--- config.mk ---
export PLATFORM = sky130hd
export DESIGN_NAME = aclink_ctrl
export DESIGN_NICKNAME = d
export VERILOG_FILES = /design/src/rtl/aclink_pkg.sv /design/src/rtl/aclink_frame_timer.sv /design/src/rtl/aclink_tx_serializer.sv /design/src/rtl/aclink_rx_deserializer.sv /design/src/rtl/aclink_ctrl.sv
export SDC_FILE = /design/constraint.sdc
export NUM_CORES = 1
export LEC_CHECK = 0
export ABC_CLOCK_PERIOD_IN_PS = 2950
export BUFFER_PORTS_ARGS = -buffer_cell sky130_fd_sc_hd__buf_2
export CAP_MARGIN = 20
export CORE_MARGIN = 5
export CORE_UTILIZATION = 50
export DETAILED_ROUTE_END_ITERATION = 7
export GPL_TIMING_DRIVEN = 0
export PLACE_DENSITY = 0.73
export REMOVE_ABC_BUFFERS = 1
export SYNTH_ARGS = -nofsm -noshare
export SYNTH_HDL_FRONTEND = slang
export SYNTH_HIERARCHICAL = 1
export SYNTH_SLANG_ARGS = --single-unit
--- constraint.sdc ---
create_clock -name bit_clk -period 2.95 [get_ports bit_clk]
set_input_delay 0.1475 -clock bit_clk [delete_from_list [all_inputs] [get_ports bit_clk]]
set_output_delay 0.1475 -clock bit_clk [all_outputs]
set_load 0.005 [all_outputs]
--- src/rtl/aclink_pkg.sv ---
package aclink_pkg;
  localparam int TAG_W      = 16;
  localparam int SLOT_W     = 20;
  localparam int N_SLOTS    = 12;
  localparam int SLOTS_W    = N_SLOTS * SLOT_W;
  localparam int FRAME_W    = TAG_W + SLOTS_W;
  localparam int POS_W      = $clog2(FRAME_W);
  localparam int SLOT_IDX_W = $clog2(N_SLOTS + 1);
  localparam int SYNC_HI    = 16;

  // Field index of a bit position: 0 is the tag, 1..N_SLOTS are data slots.
  function automatic logic [SLOT_IDX_W-1:0] slot_of(input logic [POS_W-1:0] pos);
    if (int'(pos) < TAG_W) return '0;
    return SLOT_IDX_W'((int'(pos) - TAG_W) / SLOT_W + 1);
  endfunction

  // Whether a field may carry non-zero bits under a given tag.
  function automatic logic slot_enabled(input logic [TAG_W-1:0] tag,
                                        input logic [SLOT_IDX_W-1:0] idx);
    if (idx == '0) return 1'b1;
    return tag[TAG_W-1-int'(idx)];
  endfunction
endpackage

--- src/rtl/aclink_frame_timer.sv ---
module aclink_frame_timer
  import aclink_pkg::*;
#(
  parameter int SYNC_HIGH_BITS = SYNC_HI
) (
  input  logic             bit_clk,
  input  logic             rst_n,
  output logic [POS_W-1:0] pos,
  output logic             frame_last,
  output logic             sync
);
  localparam logic [POS_W-1:0] LAST_POS = POS_W'(FRAME_W - 1);
  localparam logic [POS_W-1:0] SYNC_END = POS_W'(SYNC_HIGH_BITS);

  logic [POS_W-1:0] next_pos;

  assign frame_last = (pos == LAST_POS);
  assign next_pos   = frame_last ? '0 : pos + 1'b1;

  always_ff @(posedge bit_clk or negedge rst_n) begin
    if (!rst_n) begin
      pos  <= LAST_POS;
      sync <= 1'b0;
    end else begin
      pos  <= next_pos;
      sync <= (next_pos < SYNC_END);
    end
  end

  p_sync_rise_r1: assert property (@(posedge bit_clk) disable iff (!rst_n)
    $rose(sync) |-> (pos == '0));
  p_sync_fall_r1: assert property (@(posedge bit_clk) disable iff (!rst_n)
    $fell(sync) |-> (pos == SYNC_END));
  p_frame_wrap_r1: assert property (@(posedge bit_clk) disable iff (!rst_n)
    frame_last |=> (pos == '0) && sync);
endmodule

--- src/rtl/aclink_tx_serializer.sv ---
module aclink_tx_serializer
  import aclink_pkg::*;
(
  input  logic               bit_clk,
  input  logic               rst_n,
  input  logic               load,
  input  logic [POS_W-1:0]   pos,
  input  logic               tx_valid,
  input  logic [TAG_W-1:0]   tx_tag,
  input  logic [SLOTS_W-1:0] tx_slots,
  output logic               sdata_out
);
  logic [SLOTS_W-1:0]    masked_slots;
  logic [FRAME_W-1:0]    load_frame;
  logic [FRAME_W-1:0]    shreg;
  logic [TAG_W-1:0]      cur_tag;
  logic [SLOT_IDX_W-1:0] slot_idx_now;
  logic                  slot_open;

  for (genvar s = 0; s < N_SLOTS; s++) begin : g_mask
    assign masked_slots[SLOTS_W-1-s*SLOT_W -: SLOT_W] =
      tx_tag[TAG_W-2-s] ? tx_slots[SLOTS_W-1-s*SLOT_W -: SLOT_W] : '0;
  end

  assign load_frame = tx_valid ? {tx_tag, masked_slots} : '0;

  always_ff @(posedge bit_clk or negedge rst_n) begin
    if (!rst_n) begin
      shreg     <= '0;
      cur_tag   <= '0;
      sdata_out <= 1'b0;
    end else if (load) begin
      sdata_out <= load_frame[FRAME_W-1];
      shreg     <= {load_frame[FRAME_W-2:0], 1'b0};
      cur_tag   <= load_frame[FRAME_W-1 -: TAG_W];
    end else begin
      sdata_out <= shreg[FRAME_W-1];
      shreg     <= {shreg[FRAME_W-2:0], 1'b0};
    end
  end

  // Field now on the wire and whether its tag bit allows data.
  assign slot_idx_now = slot_of(pos);
  assign slot_open    = slot_enabled(cur_tag, slot_idx_now);

  p_masked_zero_r3: assert property (@(posedge bit_clk) disable iff (!rst_n)
    !slot_open |-> !sdata_out);
  p_idle_frame_r4: assert property (@(posedge bit_clk) disable iff (!rst_n)
    (load && !tx_valid) |=> !sdata_out && (cur_tag == '0));
endmodule

--- src/rtl/aclink_rx_deserializer.sv ---
module aclink_rx_deserializer
  import aclink_pkg::*;
(
  input  logic               bit_clk,
  input  logic               rst_n,
  input  logic               sdata_in,
  input  logic [POS_W-1:0]   pos,
  input  logic               frame_last,
  output logic               rx_valid,
  output logic [TAG_W-1:0]   rx_tag,
  output logic [SLOTS_W-1:0] rx_slots
);
  logic [FRAME_W-1:0] capture;
  logic               primed;
  logic               frame_done;

  // Falling-edge capture, half a bit period after the codec launches.
  always_ff @(negedge bit_clk or negedge rst_n) begin
    if (!rst_n) capture <= '0;
    else        capture <= {capture[FRAME_W-2:0], sdata_in};
  end

  assign frame_done = frame_last && primed;

  always_ff @(posedge bit_clk or negedge rst_n) begin
    if (!rst_n) begin
      primed   <= 1'b0;
      rx_valid <= 1'b0;
      rx_tag   <= '0;
      rx_slots <= '0;
    end else begin
      primed   <= 1'b1;
      rx_valid <= frame_done;
      if (frame_done) {rx_tag, rx_slots} <= capture;
    end
  end

  p_rx_strobe_pos_r7: assert property (@(posedge bit_clk) disable iff (!rst_n)
    rx_valid |-> (pos == '0));
  p_rx_strobe_single_r7: assert property (@(posedge bit_clk) disable iff (!rst_n)
    rx_valid |=> !rx_valid);
endmodule

--- src/rtl/aclink_ctrl.sv ---
module aclink_ctrl
  import aclink_pkg::*;
#(
  parameter int SYNC_HIGH_BITS = SYNC_HI
) (
  input  logic                bit_clk,
  input  logic                rst_n,
  output logic                sync,
  output logic                sdata_out,
  input  logic                sdata_in,
  input  logic                tx_valid,
  output logic                tx_ready,
  input  logic [TAG_W-1:0]    tx_tag,
  input  logic [SLOTS_W-1:0]  tx_slots,
  output logic                rx_valid,
  output logic [TAG_W-1:0]    rx_tag,
  output logic [SLOTS_W-1:0]  rx_slots
);
  logic [POS_W-1:0] pos;
  logic             frame_last;

  aclink_frame_timer #(.SYNC_HIGH_BITS(SYNC_HIGH_BITS)) u_timer (
    .bit_clk    (bit_clk),
    .rst_n      (rst_n),
    .pos        (pos),
    .frame_last (frame_last),
    .sync       (sync)
  );

  assign tx_ready = frame_last;

  aclink_tx_serializer u_tx (
    .bit_clk   (bit_clk),
    .rst_n     (rst_n),
    .load      (frame_last),
    .pos       (pos),
    .tx_valid  (tx_valid),
    .tx_tag    (tx_tag),
    .tx_slots  (tx_slots),
    .sdata_out (sdata_out)
  );

  aclink_rx_deserializer u_rx (
    .bit_clk    (bit_clk),
    .rst_n      (rst_n),
    .sdata_in   (sdata_in),
    .pos        (pos),
    .frame_last (frame_last),
    .rx_valid   (rx_valid),
    .rx_tag     (rx_tag),
    .rx_slots   (rx_slots)
  );

  p_ready_before_sync_r5: assert property (@(posedge bit_clk) disable iff (!rst_n)
    tx_ready |=> $rose(sync));
  p_sync_after_ready_r5: assert property (@(posedge bit_clk) disable iff (!rst_n)
    $rose(sync) |-> $past(tx_ready));
endmodule

Word-level counts from Yosys, hierarchy flattened --
Cells that the tools add are included. W data, S select, Z words.
Storage, ports and cells: flip-flop bits (word level) 780, input port bits 260, logic and storage cells 29
Cells by class: $add $sub $neg 1, magnitude comparators 1, eq/ne operators 1, mux-type cells 16, reductions and logical operators 1
Operator list (number):
- $mux W256 | 2
- $mux W20 | 12
- $add A8 B1 Y8 const B | 1
- $eq A8 B8 Y1 const B | 1
- $lt A8 B5 Y1 const B | 1
- $mux W8 | 1
- $logic_and A1 B1 Y1 | 1
- $mux W1 | 1

Longest topological paths before layout --
Gate-level depths: netlist (run 1).
word-level depth 3, gate-level depth with buffers 8

Modules after synthesis --
The synthesis (run 1) kept the hierarchy.
By module, submodules not included:
- aclink_rx_deserializer | instances 1, cells each 801, area an instance 16936.2 µm²
- aclink_tx_serializer | instances 1, cells each 1119, area an instance 10840.4 µm²
- aclink_frame_timer | instances 1, cells each 35, area an instance 420.4 µm²

==> reports/results.ini, run 1 <==
[status]
status = completed

[finish]
n_fill_cell = 3640
post-route-util_pct = 66.56
syn_to_final_growth_pct = 32.58
multi_input_area_sq_um = 6749
drive_above_1_share_pct = 35.57
layout.cells.non_filler = 3596
fin_nets = 3020
finalInstanceArea_sq_um = 37380
seqCellArea_sq_um = 19500

[place]
dp.cells = 3148
gp_congestion = 0.8217
dpl.hpwl_um = 40980
port_buffers = 519
post_dp_cell_area_sq_um = 31540

[cts]
clock-root-buffer = clkbuf_16
numCtsBuffers = 78
cts_buffer_depth = 3
clock_latency_ns = 0.61
h-tree-depth = 3
cts_sinks = 779
clkTransAtPathRegs_ns = 0.06
cts_tree = done

[global_route]
antenna_found_initial = 17
grt_first_pass_wirelength_um = 114100
grtUsageTotal_pct = 23.85
grt-busiest-layer = met2
met1_usage_pct = 28.48
use_met3_pct = 6.192
grt_start_max_net_pins = 134
grt-ovfl-total = 0
grt_pass1_vias = 20270
grtUsageMet2_pct = 40.12

[setup_path]
end_kind = flip-flop
crit_required_ns = 3.43
worstSetupPathType = flip-flop to flip-flop
crit_fanout = 30
cp-start-kind = flip-flop
cp.arrival_ns = 3.33
rrSetupSlack_ns = 0.10

[sta]
fin_crit_ns = 2.849
drv_slew = 0
fin_worst_skew_ns = 0.03726
slew_headroom_pct = 32.93
fmaxAchievable_mhz = 351.0
fin_crit_sh_pct = 96.56
worstMarginPinSlew_ns = 1.004
report.final.setup_viol = 0
hold_viol = 0

[floorplanning]
fp.dieW_um = 247.5
row_count = 87
dieArea_sq_um = 61240
core_sq_um = 56170
die_height_um = 247.5
num_io_pins = 520
initial_utilization_pct = 50.20

[synthesis]
yosys_register_bits = 779
avgSynthCellArea_sq_um = 14.42
synth_cell_types = 36
syn_inst = 1955
synthesis.area_sq_um = 28200
yosysSeqAreaShare_pct = 69.17
ys.warnings.count = 6

[power]
comb_power_share_pct = 3.7
p_leak_uw = 0.01918
clock_power_share_pct = 47.4
p_int_uw = 17330
peakVddDrop_v = 0.0005721
power_uw = 22030
netSwitchingPower_uw = 4692
power_density_nw_per_um2 = 589.2
sw_frac_of_total_pct = 21.30
power_frac_seq_pct = 48.9

[min_path]
hold_path.class = primary input to flip-flop

[drt]
wirelength_um = 75480
drc = 0
drt_iter0_markers = 1253
detail-route-antenna-nets = 0
dr.pass1.iters = 6
wire_per_inst_um = 20.99
via_per_inst = 5.107
num_vias = 18370

[run]
maxCapViolCount = 0

## sequential cells by signal, indices dropped and copies added (netlist names)
register and count:
u_rx/capture 256, u_tx/shreg 255, u_rx/rx_slots 240, u_rx/rx_tag 16, u_timer/pos 8, u_rx/primed 1, u_rx/rx_valid 1, u_timer/sync 1
u_tx/sdata_out 1
## final cells by class
cell class / instances / share of cell area [%]
Antenna cell: 17 / 0.1138
Clock buffer: 108 / 6.118
Clock inverter: 36 / 1.258
Inverter: 255 / 2.560
Multi-Input combinational cell: 810 / 18.05
Sequential cell: 779 / 52.17
Tap cell: 756 / 2.530
Timing Repair Buffer: 835 / 17.20
## worst paths after layout
path | from | to | cells after the start
min in group asynchronous | rst_n | u_tx/shreg[192] | 3
hold reg to reg | u_rx/capture[206] | u_rx/capture[207] | 0
setup reg to reg | u_timer/pos[1] | u_rx/rx_slots[65] | 10
setup / recovery | u_timer/pos[1] | u_rx/rx_slots[65] | 10
hold / removal | tx_valid | u_tx/shreg[247] | 3
max in group asynchronous | rst_n | u_rx/capture[117] | 5
## cell usage in the layout (no fill, tap or decap), drive strengths merged, types with 17 or more instances in the layout
cell type / count
dlygate4sd3: 266
diode: 17
clkbuf: 116
nand2: 256
clkinv: 20
inv: 258
buf: 561
dfrtp: 515
nand3: 19
mux2: 256
dfrtn: 256
o21ai: 18
o22ai: 239
## per-stage QoR
stage | hold WS (ns) | setup WS, ns | TNS, ns
CTS | 0.04783 | 0.02321 | 0
finish | 0.09552 | 0.1014 | 0
detailed placement | 0.1474 | -1.186 | -301.66
global placement | 0.3119 | -22.95 | -
global route | 0.09704 | -0.02031 | -0.1616
floorplan | -0.1481 | -17.33 | -6432.85
## worst max-delay path, stage by stage (launching register included)
cell and delay [ns]:
dfstp_2 0.58, ha_4 0.17, nand2_1 0.09, nor3_4 0.24, clkbuf_16 0.18, buf_16 0.17
buf_16 0.20, and2_4 0.27, buf_16 0.23, clkbuf_16 0.24, mux2_4 0.31
## cell usage after synthesis, drive strengths merged
cell | count | area share (%)
o21ai | 18 | 0.32
dfstp | 8 | 0.75
or2 | 1 | 0.022
dfrtp | 515 | 46
ha | 1 | 0.044
conb | 1 | 0.013
clkbuf | 1 | 0.013
buf | 112 | 3.6
xor2 | 2 | 0.062
nor2b | 1 | 0.022
nand3 | 19 | 0.38
nor3 | 2 | 0.075
o21bai | 1 | 0.027
o31ai | 1 | 0.027
mux2 | 256 | 13
or3 | 1 | 0.022
and2 | 1 | 0.022
nand2 | 256 | 3.5
dfrtn | 256 | 23
nor2 | 3 | 0.040
xnor2 | 2 | 0.062
inv | 255 | 3.4
o22ai | 239 | 5.9
o41ai | 1 | 0.031
a21oi | 2 | 0.049
## layer usage
| metal | part of all wire, % | wire, um |
|---|---|---|
| met3 | 6.5 | 4907 |
| met5 | 0.033 | 25 |
| met1 | 38 | 28420 |
| met2 | 50 | 37840 |
| met4 | 5.7 | 4291 |
## power groups by stage
| stage | clock [uW] | sequential [uW] | combinational, uW |
|---|---|---|---|
| 2_1_floorplan | 0 | 10900 | 55.4 |
| 3_3_place_gp | 0 | 11000 | 462 |
| 3_5_place_dp | 0 | 11000 | 505 |
| 4_1_cts | 10600 | 10800 | 806 |
| 5_1_grt | 11100 | 10800 | 905 |
| 6_report | 10400 | 10800 | 820 |
## timing repair
item | 4_1_cts | 5_1_grt
hold buffers | 269 | 0
buffers inserted | 5 | 3
cloned | 7 | 7
pin swaps | 2 | 1
endpoints found under the hold margin | 323 | 0
setup endpoints to repair | 361 | 220
resized for setup | 4 | 5
## cell families (layout without fill, tap and decap cells)
kind of cell               count (synthesis)  after routing  synth area share [%]
xor gates and xnor gates                   4              4                0.1243
other                                      1             18               0.01330
muxes                                    256            256                 13.27
and+or+nand+nor                          284            286                 4.038
buffers and inverters                    368           1234                 7.007
AOI/OAI and AO/OA                        262            262                 6.332
DFF                                      779            779                 69.17
adders and majority gates                  1              1               0.04437
Power figures use the tool's default switching activity.
==> run 2: changes to the inputs <==
- PLACE_DENSITY: 0.73 -> default
- PLACE_DENSITY_LB_ADDON: default -> 0.1
==> reports/results.ini, run 2 (synthesis gave the netlist of run 1 again) <==
[drt]
via_per_inst = 4.846
drc = 0
wire_per_inst_um = 18.51
drt_iter0_markers = 971
detail-route-antenna-nets = 0
dr.pass1.iters = 6
wirelength_um = 66370
num_vias = 17370

[floorplanning]
initial_utilization_pct = 50.20
core_sq_um = 56170
fp.dieW_um = 247.5
row_count = 87
num_io_pins = 520
die_height_um = 247.5
dieArea_sq_um = 61240

[setup_path]
worstSetupPathType = flip-flop to flip-flop
r2r-start = u_timer/pos[0]
endpoint = u_rx/rx_slots[151]
reg2reg_to = u_rx/rx_slots[151]
rrSetupSlack_ns = 0.17
crit_start = u_timer/pos[0]
reg2reg_depth = 8
end_kind = flip-flop
crit_required_ns = 3.43
crit_fanout = 44
cp-start-kind = flip-flop
cp.arrival_ns = 3.27

[run]
maxCapViolCount = 0

[status]
violations = hold timing
status = complete, but fails checks

[global_route]
grtUsageTotal_pct = 21.37
antenna_found_initial = 18
grt_pass1_vias = 18760
grt_first_pass_wirelength_um = 103500
grt_start_max_net_pins = 130
grt-ovfl-total = 0

[finish]
largest_reg_flops = 256
final_common_cell = buf_2
largestRegisters = u_rx/capture (256), u_tx/shreg (255), u_rx/rx_slots (240)
post-route-util_pct = 65.80
fin_nets = 3004
drive_above_1_share_pct = 34.94
top_register = u_rx/capture
syn_to_final_growth_pct = 31.07
mostFrequentLayoutCells = buf_2, dfrtp_1, dlygate4sd3_1, dfrtn_1, inv_1

[cts]
clock-root-buffer = clkbuf_16
clkTransAtPathRegs_ns = 0.06
cts_buffer_depth = 3
numCtsBuffers = 79
cts_sinks = 779
clock_latency_ns = 0.61
cts_tree = done
h-tree-depth = 3

[sta]
tns_ns = 0
slew_headroom_pct = 35.34
hold_ws_ns = -0.02114
hold_viol = 12
drv_slew = 0
fmaxAchievable_mhz = 359.2
fin_crit_sh_pct = 94.36
report.final.setup_viol = 0
setup_ws_ns = 0.1663
worstMarginPinSlew_ns = 0.9676
fin_crit_ns = 2.784
rsz0062_at_grt = false
fin_worst_skew_ns = 0.03073

[min_path]
hold_path.class = primary input to asynchronous set/reset pin

[place]
port_buffers = 519
gp_congestion = 0.8155
dpl.hpwl_um = 41280
dp_slack_ns = -0.7254

[power]
peakVddDrop_v = 0.0005486
p_leak_uw = 0.01902
power_density_nw_per_um2 = 579.8

run 2: critical path, stage by stage, from the launching register on:
cell and delay (ns):
dfstp_2 0.56, ha_2 0.24, nand2_1 0.10, nor3_4 0.19, buf_4 0.14, and2_4 0.35, buf_16 0.35, buf_16 0.32
mux2_4 0.33
run 2: routing by layer:
metal / wire length (um) / GRT usage [%] / part of all wire [%] / vias to the layer above
li1: - / - / - / 8057
met1: 27510 / 28.03 / 41 / 8655
met2: 32140 / 34.14 / 48 / 509
met3: 4302 / 5.578 / 6.5 / 152
met4: 2422 / 9.155 / 3.6 / 0
met5: 0 / 0 / 0 / -
run 2: area by class of cell:
cell class | count | area, sq um
fillers | 4068 | 19210
well taps | 756 | 945.9
diodes | 21 | 52.55
clock inverters | 21 | 211.5
flip-flops and latches | 779 | 19500
inverters | 255 | 957.2
repair buffers | 819 | 6183
multi-input cells | 809 | 6730
clock buffers | 125 | 2372
run 2: where the power goes:
group          switching [uW]  internal [uW]
clock                    4110           5730
combinational             409            410
sequential               21.4          10700
run 2: worst min-delay path by stage:
stage	startpoint	end	slack, ns	depth (start not counted)
after floorplan	rst_n	u_rx/primed	-0.15	0
after global placement	u_rx/capture[254]	u_rx/capture[255]	0.31	0
after detailed placement	rst_n	u_rx/rx_slots[227]	0.19	1
after CTS	rst_n	u_tx/shreg[194]	0.003	3
after global routing	rst_n	u_tx/shreg[196]	0.08	3
final	rst_n	u_tx/shreg[198]	-0.02	3
run 2: repair_timing:
action,4_1_cts,5_1_grt
hold buffers,263,0
setup endpoints to repair,288,41
resized for setup,1,0
gates cloned,1,1
buffers inserted,2,2
hold endpoints to repair,303,0
pin swaps,1,2
run 2: per-stage QoR:
step / cell area (sq um) / cells / power (uW)
6_report: 36960 / 3585 / 21430
5_1_grt: 36950 / 3581 / 22240
4_1_cts: 36880 / 3561 / 21710
3_5_place_dp: 31530 / 3149 / 11460
3_3_place_gp: 30720 / 3117 / 11430
2_1_floorplan: 27180 / 1842 / 11000
